[config.mk]
export PLATFORM = sky130hd
export DESIGN_NAME = br_link_unit
export DESIGN_NICKNAME = d
export VERILOG_FILES = /design/src/rtl/brl_pkg.sv /design/src/rtl/brl_lr_bypass.sv /design/src/rtl/brl_target_calc.sv /design/src/rtl/br_link_unit.sv
export SDC_FILE = /design/constraint.sdc
export NUM_CORES = 1
export LEC_CHECK = 0
export CAP_MARGIN = 20
export CORE_ASPECT_RATIO = 0.5
export CORE_UTILIZATION = 65
export CTS_CLUSTER_SIZE = 25
export DETAILED_ROUTE_END_ITERATION = 6
export DONT_BUFFER_PORTS = 1
export PLACE_DENSITY = 0.81
export SLEW_MARGIN = 5
export SYNTH_ARGS = -nofsm -noshare
export SYNTH_HDL_FRONTEND = slang
export SYNTH_SLANG_ARGS = --single-unit
[constraint.sdc]
create_clock -name clk_i -period 11.11 [get_ports clk_i]
set_input_delay 1.111 -clock clk_i [delete_from_list [all_inputs] [get_ports clk_i]]
set_output_delay 1.111 -clock clk_i [all_outputs]
set_load 0.1 [all_outputs]
[src/rtl/brl_pkg.sv]
package brl_pkg;

  typedef enum logic [1:0] {
    BK_COND    = 2'b00,
    BK_JUMP    = 2'b01,
    BK_LINK_HI = 2'b10,
    BK_LINK_LO = 2'b11
  } br_kind_e;

endpackage

[src/rtl/brl_lr_bypass.sv]
module brl_lr_bypass #(
  parameter int unsigned ADDR_W = 32
) (
  input  logic [ADDR_W-1:0] rf_lr,
  input  logic              own_we,
  input  logic [ADDR_W-1:0] own_data,
  output logic [ADDR_W-1:0] lr_eff
);
  // The block's own last link write is newer than the register file copy.
  always_comb begin
    lr_eff = own_we ? own_data : rf_lr;
  end
endmodule

[src/rtl/brl_target_calc.sv]
module brl_target_calc
  import brl_pkg::*;
#(
  parameter int unsigned ADDR_W = 32,
  parameter int unsigned OFF_W  = 11,
  parameter int unsigned COFF_W = 8
) (
  input  br_kind_e          kind,
  input  logic [OFF_W-1:0]  off,
  input  logic              cond_pass,
  input  logic [ADDR_W-1:0] pc,
  input  logic [ADDR_W-1:0] lr_eff,
  output logic              do_lr,
  output logic [ADDR_W-1:0] lr_val,
  output logic              do_pc,
  output logic [ADDR_W-1:0] pc_val
);
  localparam int unsigned HI_SH = OFF_W + 1;

  function automatic logic [ADDR_W-1:0] disp_short(input logic [OFF_W-1:0] v);
    return {{(ADDR_W-OFF_W-1){v[OFF_W-1]}}, v, 1'b0};
  endfunction

  function automatic logic [ADDR_W-1:0] disp_upper(input logic [OFF_W-1:0] v);
    return {{(ADDR_W-OFF_W-HI_SH){v[OFF_W-1]}}, v, {HI_SH{1'b0}}};
  endfunction

  function automatic logic [ADDR_W-1:0] disp_lower(input logic [OFF_W-1:0] v);
    return {{(ADDR_W-OFF_W-1){1'b0}}, v, 1'b0};
  endfunction

  function automatic logic [ADDR_W-1:0] disp_cond(input logic [COFF_W-1:0] v);
    return {{(ADDR_W-COFF_W-1){v[COFF_W-1]}}, v, 1'b0};
  endfunction

  function automatic logic [ADDR_W-1:0] ret_tag(input logic [ADDR_W-1:0] p);
    logic [ADDR_W-1:0] d;
    d = p - ADDR_W'(2);
    return {d[ADDR_W-1:1], 1'b1};
  endfunction

  always_comb begin
    do_lr  = 1'b0;
    lr_val = '0;
    do_pc  = 1'b0;
    pc_val = '0;
    unique case (kind)
      BK_COND: begin
        do_pc  = cond_pass;
        pc_val = cond_pass ? pc + disp_cond(off[COFF_W-1:0]) : '0;
      end
      BK_JUMP: begin
        do_pc  = 1'b1;
        pc_val = pc + disp_short(off);
      end
      BK_LINK_HI: begin
        do_lr  = 1'b1;
        lr_val = pc + disp_upper(off);
      end
      BK_LINK_LO: begin
        do_pc  = 1'b1;
        pc_val = lr_eff + disp_lower(off);
        do_lr  = 1'b1;
        lr_val = ret_tag(pc);
      end
      default: ;
    endcase
  end
endmodule

[src/rtl/br_link_unit.sv]
module br_link_unit
  import brl_pkg::*;
#(
  parameter int unsigned ADDR_W = 32,
  parameter int unsigned OFF_W  = 11,
  parameter int unsigned COFF_W = 8
) (
  input  logic              clk_i,
  input  logic              rst_ni,
  input  logic              valid_i,
  input  logic [1:0]        kind_i,
  input  logic [OFF_W-1:0]  off_i,
  input  logic              cond_pass_i,
  input  logic [ADDR_W-1:0] pc_i,
  input  logic [ADDR_W-1:0] lr_i,
  output logic              lr_we_o,
  output logic [ADDR_W-1:0] lr_wdata_o,
  output logic              pc_we_o,
  output logic [ADDR_W-1:0] pc_wdata_o,
  output logic              flush_o
);
  br_kind_e          kind_e;
  logic [ADDR_W-1:0] lr_eff;
  logic              do_lr, do_pc;
  logic [ADDR_W-1:0] lr_val, pc_val;

  // Named events for the assertions.
  logic ev_hi, ev_lo, ev_jump, ev_cond_fail, ev_idle;

  assign kind_e       = br_kind_e'(kind_i);
  assign ev_hi        = valid_i && (kind_e == BK_LINK_HI);
  assign ev_lo        = valid_i && (kind_e == BK_LINK_LO);
  assign ev_jump      = valid_i && (kind_e == BK_JUMP);
  assign ev_cond_fail = valid_i && (kind_e == BK_COND) && !cond_pass_i;
  assign ev_idle      = !valid_i;

  brl_lr_bypass #(.ADDR_W(ADDR_W)) u_bypass (
    .rf_lr    (lr_i),
    .own_we   (lr_we_o),
    .own_data (lr_wdata_o),
    .lr_eff   (lr_eff)
  );

  brl_target_calc #(.ADDR_W(ADDR_W), .OFF_W(OFF_W), .COFF_W(COFF_W)) u_calc (
    .kind      (kind_e),
    .off       (off_i),
    .cond_pass (cond_pass_i),
    .pc        (pc_i),
    .lr_eff    (lr_eff),
    .do_lr     (do_lr),
    .lr_val    (lr_val),
    .do_pc     (do_pc),
    .pc_val    (pc_val)
  );

  always_ff @(posedge clk_i) begin
    if (!rst_ni) begin
      lr_we_o    <= 1'b0;
      lr_wdata_o <= '0;
      pc_we_o    <= 1'b0;
      pc_wdata_o <= '0;
      flush_o    <= 1'b0;
    end else begin
      lr_we_o    <= valid_i && do_lr;
      lr_wdata_o <= (valid_i && do_lr) ? lr_val : '0;
      pc_we_o    <= valid_i && do_pc;
      pc_wdata_o <= (valid_i && do_pc) ? pc_val : '0;
      flush_o    <= valid_i && do_pc;
    end
  end

  a_r2_hi_no_branch: assert property (@(posedge clk_i) disable iff (!rst_ni)
    ev_hi |=> (lr_we_o && !pc_we_o && !flush_o));

  a_r4_lo_tagged_flush: assert property (@(posedge clk_i) disable iff (!rst_ni)
    ev_lo |=> (lr_we_o && lr_wdata_o[0] && pc_we_o && flush_o));

  a_r5_jump_no_link: assert property (@(posedge clk_i) disable iff (!rst_ni)
    ev_jump |=> (pc_we_o && flush_o && !lr_we_o));

  a_r7_cond_fail_quiet: assert property (@(posedge clk_i) disable iff (!rst_ni)
    ev_cond_fail |=> (!lr_we_o && !pc_we_o && !flush_o));

  a_r10_idle_quiet: assert property (@(posedge clk_i) disable iff (!rst_ni)
    ev_idle |=> (!lr_we_o && !pc_we_o && !flush_o));
endmodule

; After elaboration in Yosys (flattened, before gate mapping)
; Index checks and enable logic that the tools add are counted.
[word_totals]
output_inout_bits = 67
register_bits = 66
[op_classes]
n_reduce_logical = 7
mux = 6
add_sub_neg = 5
eq_ne = 3
[op_table]
columns = cell, n
row1 = 32-bit adder, 3
row2 = 32-bit one-hot mux with 3 select lines, 1
row3 = 32-bit two-way mux, 2
row4 = 32-bit one-hot mux with 2 select lines, 1
row5 = 32-bit by 12-bit adder with 32-bit output, 1
row6 = 32-bit by 2-bit subtractor with 32-bit output (second input constant), 1
row7 = 2-bit equality test (second input constant), 2
row8 = 2-bit AND reduction, 2
row9 = 2-bit OR reduction, 2
row10 = 2-bit by 1-bit equality test with 1-bit output (second input constant), 1
row11 = 1-bit logical AND, 2
row12 = 2-bit logical NOT, 1
row13 = 1-bit one-hot mux with 2 select lines, 1
row14 = 1-bit two-way mux, 1

; Depth between registers and ports, before layout
; Gate-level depths: netlist (run 1).
[depth]
ltp_word = 5
mapped_depth = 16
ltp_nobuf = 13

; Hierarchy
; A second synthesis (run 1) with hierarchy kept.
[unflattened]
cells_unflattened = 987
hier_area_um2 = 8117.8
[by_module_without_submodules]
columns = mod, area_each_um2, cells_each, n_inst
row1 = brl_target_calc, 5521.5, 798, 1
row2 = br_link_unit, 2052.0, 153, 1
row3 = brl_lr_bypass, 544.3, 36, 1

; Worst setup path after synthesis (run 1)
; Ideal clock, no wire load.
[synth_path]
path_type = reg2reg
from = register lr_we_o
to = register pc_wdata_o[29]
n_path_buf = 4
arrival_time_ns = 5.037
setup_ns = 0.075
stages_incl_launch_ff = 16
required_ns = 11.035
setup_slack_ns = 5.998
cell_sequence = dfxtp_1 > clkbuf_1 > buf_1 > buf_1 > buf_1 > mux2i_1 > fa_1 > nand2b_1 > a21oi_1 > o2111ai_1 > a211oi_1 > nand2b_1 > or3_1 > and3_1 > and3_1 > o22ai_1
[synth_between]
elab_chain_len = 3
[synth_rtl]
columns = element, line
row1 = from (decl), br_link_unit.sv:16  ; output logic lr_we_o,
row2 = from (signal assigned), br_link_unit.sv:64  ; lr_we_o <= valid_i && do_lr;
row3 = 32-bit two-way mux, brl_lr_bypass.sv:11  ; lr_eff = own_we ? own_data : rf_lr;
row4 = 32-bit by 12-bit adder with 32-bit output, brl_target_calc.sv:62  ; pc_val = lr_eff + disp_lower(off);
row5 = 32-bit one-hot mux with 3 select lines, brl_target_calc.sv:47  ; unique case (kind)
row6 = to (signal assigned), br_link_unit.sv:67  ; pc_wdata_o <= (valid_i && do_pc) ? pc_val : '0;
row7 = to (decl), br_link_unit.sv:19  ; output logic [ADDR_W-1:0] pc_wdata_o,
; No other way between the ends.
; A chain may end at the register's enable or synchronous reset.

; Worst setup path in the final report (run 1)
; Ends and elaborated chain as after synthesis.

==> metrics.txt, run 1 <==
worst hold slack=0.870 ns; postcts setup bufs=0; clock sinks=66; antenna viol nets, final=0; relative slew slack=22.7%; min Tclk post-route=4.52 ns; H-tree levels=3; Starting Density=67.0%; Worst Tran Pin Value=1.14 ns; Seq cells post-synth=66; DP Area=7420 µm²; Die W=153 µm; Post-DP HPWL=18.0 mm; Filler cells=967; DR pass1 iterations=7; most frequent cells in the layout=a21oi_1 (93), nor2_1 (91), xnor2_1 (81); CP endpoint kind=flip-flop; GRT Residual Overflow=0; power density over cell area=121 nW/µm²; YS warnings=0; max-capacitance violation count=0; Vert. Die Dim=77.3 µm; antenna violations before repair=0; Setup Skew=0.00825 ns; drt wl/cell=21.5 µm; CP Data Arrival Time=4.78 ns; final worst-path cycle share=40.7%; violated checks=DRC; post-synth cell types=72; CTS clock-pin slew for the worst setup and hold paths=0.06 ns; Synth Instances=971; sequential share of the synthesized area=17.9%; die area=11800 µm²; number of top-level pins=148; crit path buf inv count=1; Final Slew Violations=0; total track usage=39.5%; Async S/R FF share, synth=0%; clk root buf=clkbuf_16; pre-CTS worst setup slack=6.69 ns; Hold Fails Final Rpt=0; met1 GRT Util=51.9%; largest net degree at the start of global routing=52; ant diodes=0; CP max stage delay=0.93 ns; post-route DRC violation count=13; Syn-to-layout area delta=4.61%; Setup CP Type=flip-flop to flip-flop; Max FO, Critical Path=51; Max clock buf depth=2; CTS tree=done; leakage=2.99 nW; CP required=11.37 ns; CP delay by family, top=compound AO/OA/AOI/OAI gates; Avg Synthesized Cell Area=7.60 µm²; # port buffers=0; final WL=23.5 mm; status=finished, violations left; Setup WS post-layout=6.59 ns; initial DRC count=844; VDD IR max=0.0636 mV; routing usage on met3=8.27%; Post-Syn Area=7380 µm²; drt via density=6.88; crit start category=flip-flop; Final setup viols=0; Clock Latency Late Sink=0.34 ns; CTS resizes=0; vias=7518; first-pass GRT wire length=36.5 mm; Synth Flop Type=dfxtp_1; met2 Use GR=63.9%; Critical-path top delay cell=dfxtp_4; CTS Buf Count=9; FP Rows=27; Synth Net Count=1128; Highest Clock Rate=0.221 GHz; Core Box Area=11000 µm²; GRT busiest layer=met2; RSZ-0062 raised after global routing=no; most common cell after layout, fill and taps aside=a21oi_1; # nets final=1100; CP Cell Sequence=mux2_2 -> ha_1 -> inv_1 -> fa_1 -> nand2b_1 -> a21oi_1 -> o2111ai_1 -> a211oi_1 -> nand2b_1 -> or3_1 -> and3_1 -> and3_1 -> o22ai_1; Setup TNS=0 ns; layout cells sized above 1=4.85%; vias in the first global route=7012; type of the worst min-delay path=input port to flip-flop; number of flops mapped to enable cells by yosys=0; routability cong.=1.02; cell area after layout=7720 µm²; hold_buf cts=0; r2r setup slk=6.59 ns
==> sequential cells by signal (all words and copies together), names as in the netlist <==
name        count
lr_wdata_o     32
lr_we_o         1
pc_wdata_o     32
pc_we_o         1
==> Yosys cell counts, types with 8 or more instances <==
cell | number | area share [%]
a21oi_1 | 93 | 6.3
ha_1 | 73 | 12
nand4_1 | 12 | 1.0
a22oi_1 | 20 | 2.0
mux2_2 | 14 | 2.1
a21o_1 | 27 | 2.7
o31ai_1 | 8 | 0.81
o211ai_1 | 9 | 0.92
a211oi_1 | 12 | 1.2
a31oi_1 | 8 | 0.68
nand3_1 | 24 | 1.6
o21ai_0 | 46 | 3.1
nor2_1 | 92 | 4.7
buf_1 | 10 | 0.51
or3_1 | 19 | 1.6
xor2_1 | 31 | 3.7
nand2_1 | 77 | 3.9
nor3_1 | 32 | 2.2
nor2b_1 | 15 | 1.3
dfxtp_1 | 66 | 18
o22ai_1 | 13 | 1.1
xnor2_1 | 81 | 9.6
inv_1 | 22 | 1.1
mux2i_1 | 18 | 2.4
clkbuf_1 | 29 | 1.5
nand2b_1 | 13 | 1.1
==> metrics by stage <==
step	utilization (%)	total power, mW	cells
after floorplan	-	0.571	971
after CTS	70.1	0.925	1093
after global routing	70.1	0.971	1093
after global placement	67.4	0.631	1077
final	70.1	0.932	1093
after detailed placement	67.4	0.634	1077
==> report_power, final <==
part	total (mW)	switching [mW]	internal [mW]
Clock	0.293	0.118	0.174
Sequential	0.319	0.0735	0.245
Combinational	0.321	0.186	0.134
==> final cells by class <==
class | count | area [µm²] | area share, %
Sequential cell | 66 | 1330 | 17.2
Timing Repair Buffer | 2 | 15.0 | 0.194
Clock buffer | 10 | 229 | 2.97
Clock inverter | 6 | 66.3 | 0.859
Inverter | 22 | 82.6 | 1.07
Tap cell | 145 | 181 | 2.35
Multi-Input combinational cell | 842 | 5820 | 75.4
==> path summary, 6_finish.rpt <==
kind	start	to	cells after the start
worst min-delay path	kind_i[0]	lr_wdata_o[12]	1
worst max register to register	lr_we_o	pc_wdata_o[29]	13
worst min register to register	lr_we_o	pc_wdata_o[0]	4
worst max-delay path	lr_we_o	pc_wdata_o[29]	13
==> logic make-up after synthesis <==
kind of cell             Yosys count  share of synthesized area, %
AND/OR/NAND/NOR                  333                          22.5
multiplexers                      32                          4.58
flip-flops                        66                          17.9
XOR/XNOR                         112                          13.3
adder cells (fa/ha/maj)           76                          13.2
AO/OA/AOI/OAI                    289                          25.2
buffers and inverters             63                          3.27
==> routing by layer <==
layer	up-vias	routed length, µm	share of wire [%]
met4	0	745	3.2
li1	3545	-	-
met2	417	10200	44
met1	3494	9950	42
met3	62	2540	11
met5	-	0	0
(Power assumes the default switching activity.)
==> inputs of run 2 (changes only) <==
==> constraint.sdc (replaced) <==
create_clock -name clk_i -period 4.6 [get_ports clk_i]
set_input_delay 0.46 -clock clk_i [delete_from_list [all_inputs] [get_ports clk_i]]
set_output_delay 0.46 -clock clk_i [all_outputs]
set_load 0.1 [all_outputs]
==> run 2 against run 1 <==
  * The flow still finishes with violations (DRC)
  * Sequential power is 130% higher
  * Worst setup slack worse by 5.7 ns
  * Fmax is 21% higher
  * Routed wire length is 2.0% higher
  * Clock skew is 0.0014 ns higher
  * First-iteration DRC count is 7.7% lower
  * Count of clock-buffer cells in the layout is 1 higher
  * Non-clock buffer count is 22 higher
  * Final area is 2.4% higher
  * Via count is 1.7% higher
  * Critical endpoint is now pc_wdata_o[22]
==> metrics.txt, run 2 (synthesis gave the netlist of run 1 again) <==
status=finished, violations left; violated checks=DRC; Core Box Area=11000 µm²; sequential power share=31.1%; clock sinks=66; antenna violations before repair=0; Vert. Die Dim=77.3 µm; HP Start=kind_i[0]; Final Slew Violations=0; dpl cells=1098; CP Data Arrival Time=3.96 ns; Setup WS post-layout=0.856 ns; CP required=4.82 ns; # nets final=1122; routed length on met2=10.5 mm; number of top-level pins=148; leakage=3.11 nW; clock network power share=32.9%; Syn-to-layout area delta=7.07%; H-tree levels=3; min Tclk post-route=3.74 ns; Final setup viols=0; Reg-to-Reg End=pc_wdata_o[22]; VDD IR max=0.206 mV; die area=11800 µm²; Max FO, Critical Path=6; most frequent cells in the layout=a21oi_1 (93), nor2_1 (92), xnor2_1 (81); total track usage=40.1%; CTS Buf Count=9; drt wl/cell=21.5 µm; crit start category=flip-flop; post-route DRC violation count=13; drt via density=6.85; Max clock buf depth=2; R2R depth=12; Internal=1.40 mW; ant diodes=0; relative slew slack=26.8%; combinational cell fraction of total power=36.0%; metal3 WL=2.73 mm; Hold Fails Final Rpt=0; routability cong.=0.991; r2r setup slk=0.86 ns; initial DRC count=779; Clock Latency Late Sink=0.35 ns; vias=7643; max-capacitance violation count=0; top flop regs=lr_wdata_o: 32 flops, pc_wdata_o: 32 flops; final worst-path cycle share=81.4%; postcts setup bufs=0; Starting Density=67.0%; source of the worst register-to-register timing path=lr_wdata_o[4]; # port buffers=0; Net Switching=924 µW; Worst Tran Pin Value=1.10 ns; FP Rows=27; M1 WL=9.79 mm; antenna viol nets, final=0; RSZ-0062 raised after global routing=no; Setup TNS=0 ns; Die W=153 µm; Setup Skew=0.00960 ns; cell area after layout=7900 µm²; power density over cell area=294 nW/µm²; GRT Residual Overflow=0; CTS tree=done; Post-DP HPWL=18.4 mm; Sw Share=39.8%; largest net degree at the start of global routing=41; most common cell after layout, fill and taps aside=a21oi_1; vias in the first global route=7157; non-filler cells in the finished layout=1115; Worst Setup SP=lr_wdata_o[4]; DP Area=7580 µm²; first-pass GRT wire length=36.9 mm; hold_buf cts=0; Highest Clock Rate=0.267 GHz; Setup CP Type=flip-flop to flip-flop; end point of the critical path=pc_wdata_o[22]; layout cells sized above 1=6.91%; CTS clock-pin slew for the worst setup and hold paths=0.06 ns; DR pass1 iterations=7; pre-CTS worst setup slack=0.788 ns; clk root buf=clkbuf_16; type of the worst min-delay path=input port to flip-flop; final WL=23.9 mm; CTS resizes=0; Pwr Total=2.32 mW; CP endpoint kind=flip-flop; Top Layer Used=met4
[run 2: layer usage]
| metal | GRT usage (%) | vias to the layer above |
|---|---|---|
| met4 | 19.0 | 0 |
| li1 | - | 3579 |
| met1 | 52.0 | 3528 |
| met2 | 64.6 | 466 |
| met5 | 0 | - |
| met3 | 7.71 | 70 |
[run 2: how the worst min path moves through the flow]
| stage | to | slack, ns | cells past startpoint |
|---|---|---|---|
| 2_1_floorplan | lr_wdata_o[0] | 0.58 | 2 |
| 3_3_place_gp | lr_wdata_o[12] | 0.56 | 1 |
| 3_5_place_dp | lr_wdata_o[12] | 0.57 | 1 |
| 4_1_cts | lr_wdata_o[12] | 0.22 | 1 |
| 5_1_grt | lr_wdata_o[12] | 0.22 | 1 |
| 6_report | lr_wdata_o[25] | 0.22 | 1 |
[run 2: cell type report]
type,instances,area (µm²)
clock buffers,11,233
repair buffers,24,178
well taps,145,181
flip-flops and latches,66,1330
multi-input cells,842,5820
inverters,22,82.6
clock inverters,5,78.8
fillers,923,3110
[run 2: critical path, cell delays in order (launching register included)]
cell	delay, ns
dfxtp_1	0.30
buf_4	0.22
mux2_2	0.30
ha_1	0.35
o21ai_0	0.13
o21ai_0	0.31
a21oi_1	0.17
o31ai_1	0.62
nand4_1	0.43
nor3_1	0.33
xnor2_1	0.10
a221oi_1	0.30
nor2_1	0.06
[run 2: power groups by stage]
stage | combinational, mW | clock [mW] | sequential [mW]
floorplan | 0.611 | 0 | 0.769
global placement | 0.797 | 0 | 0.735
detailed placement | 0.808 | 0 | 0.736
CTS | 0.814 | 0.753 | 0.724
global route | 0.910 | 0.771 | 0.725
finish | 0.836 | 0.764 | 0.724
[run 2: per-stage QoR]
step	hold slack (ns)	util [%]
6_report	0.215	71.7
2_1_floorplan	0.576	-
5_1_grt	0.222	71.7
4_1_cts	0.221	71.7
3_3_place_gp	0.562	68.9
3_5_place_dp	0.565	68.9
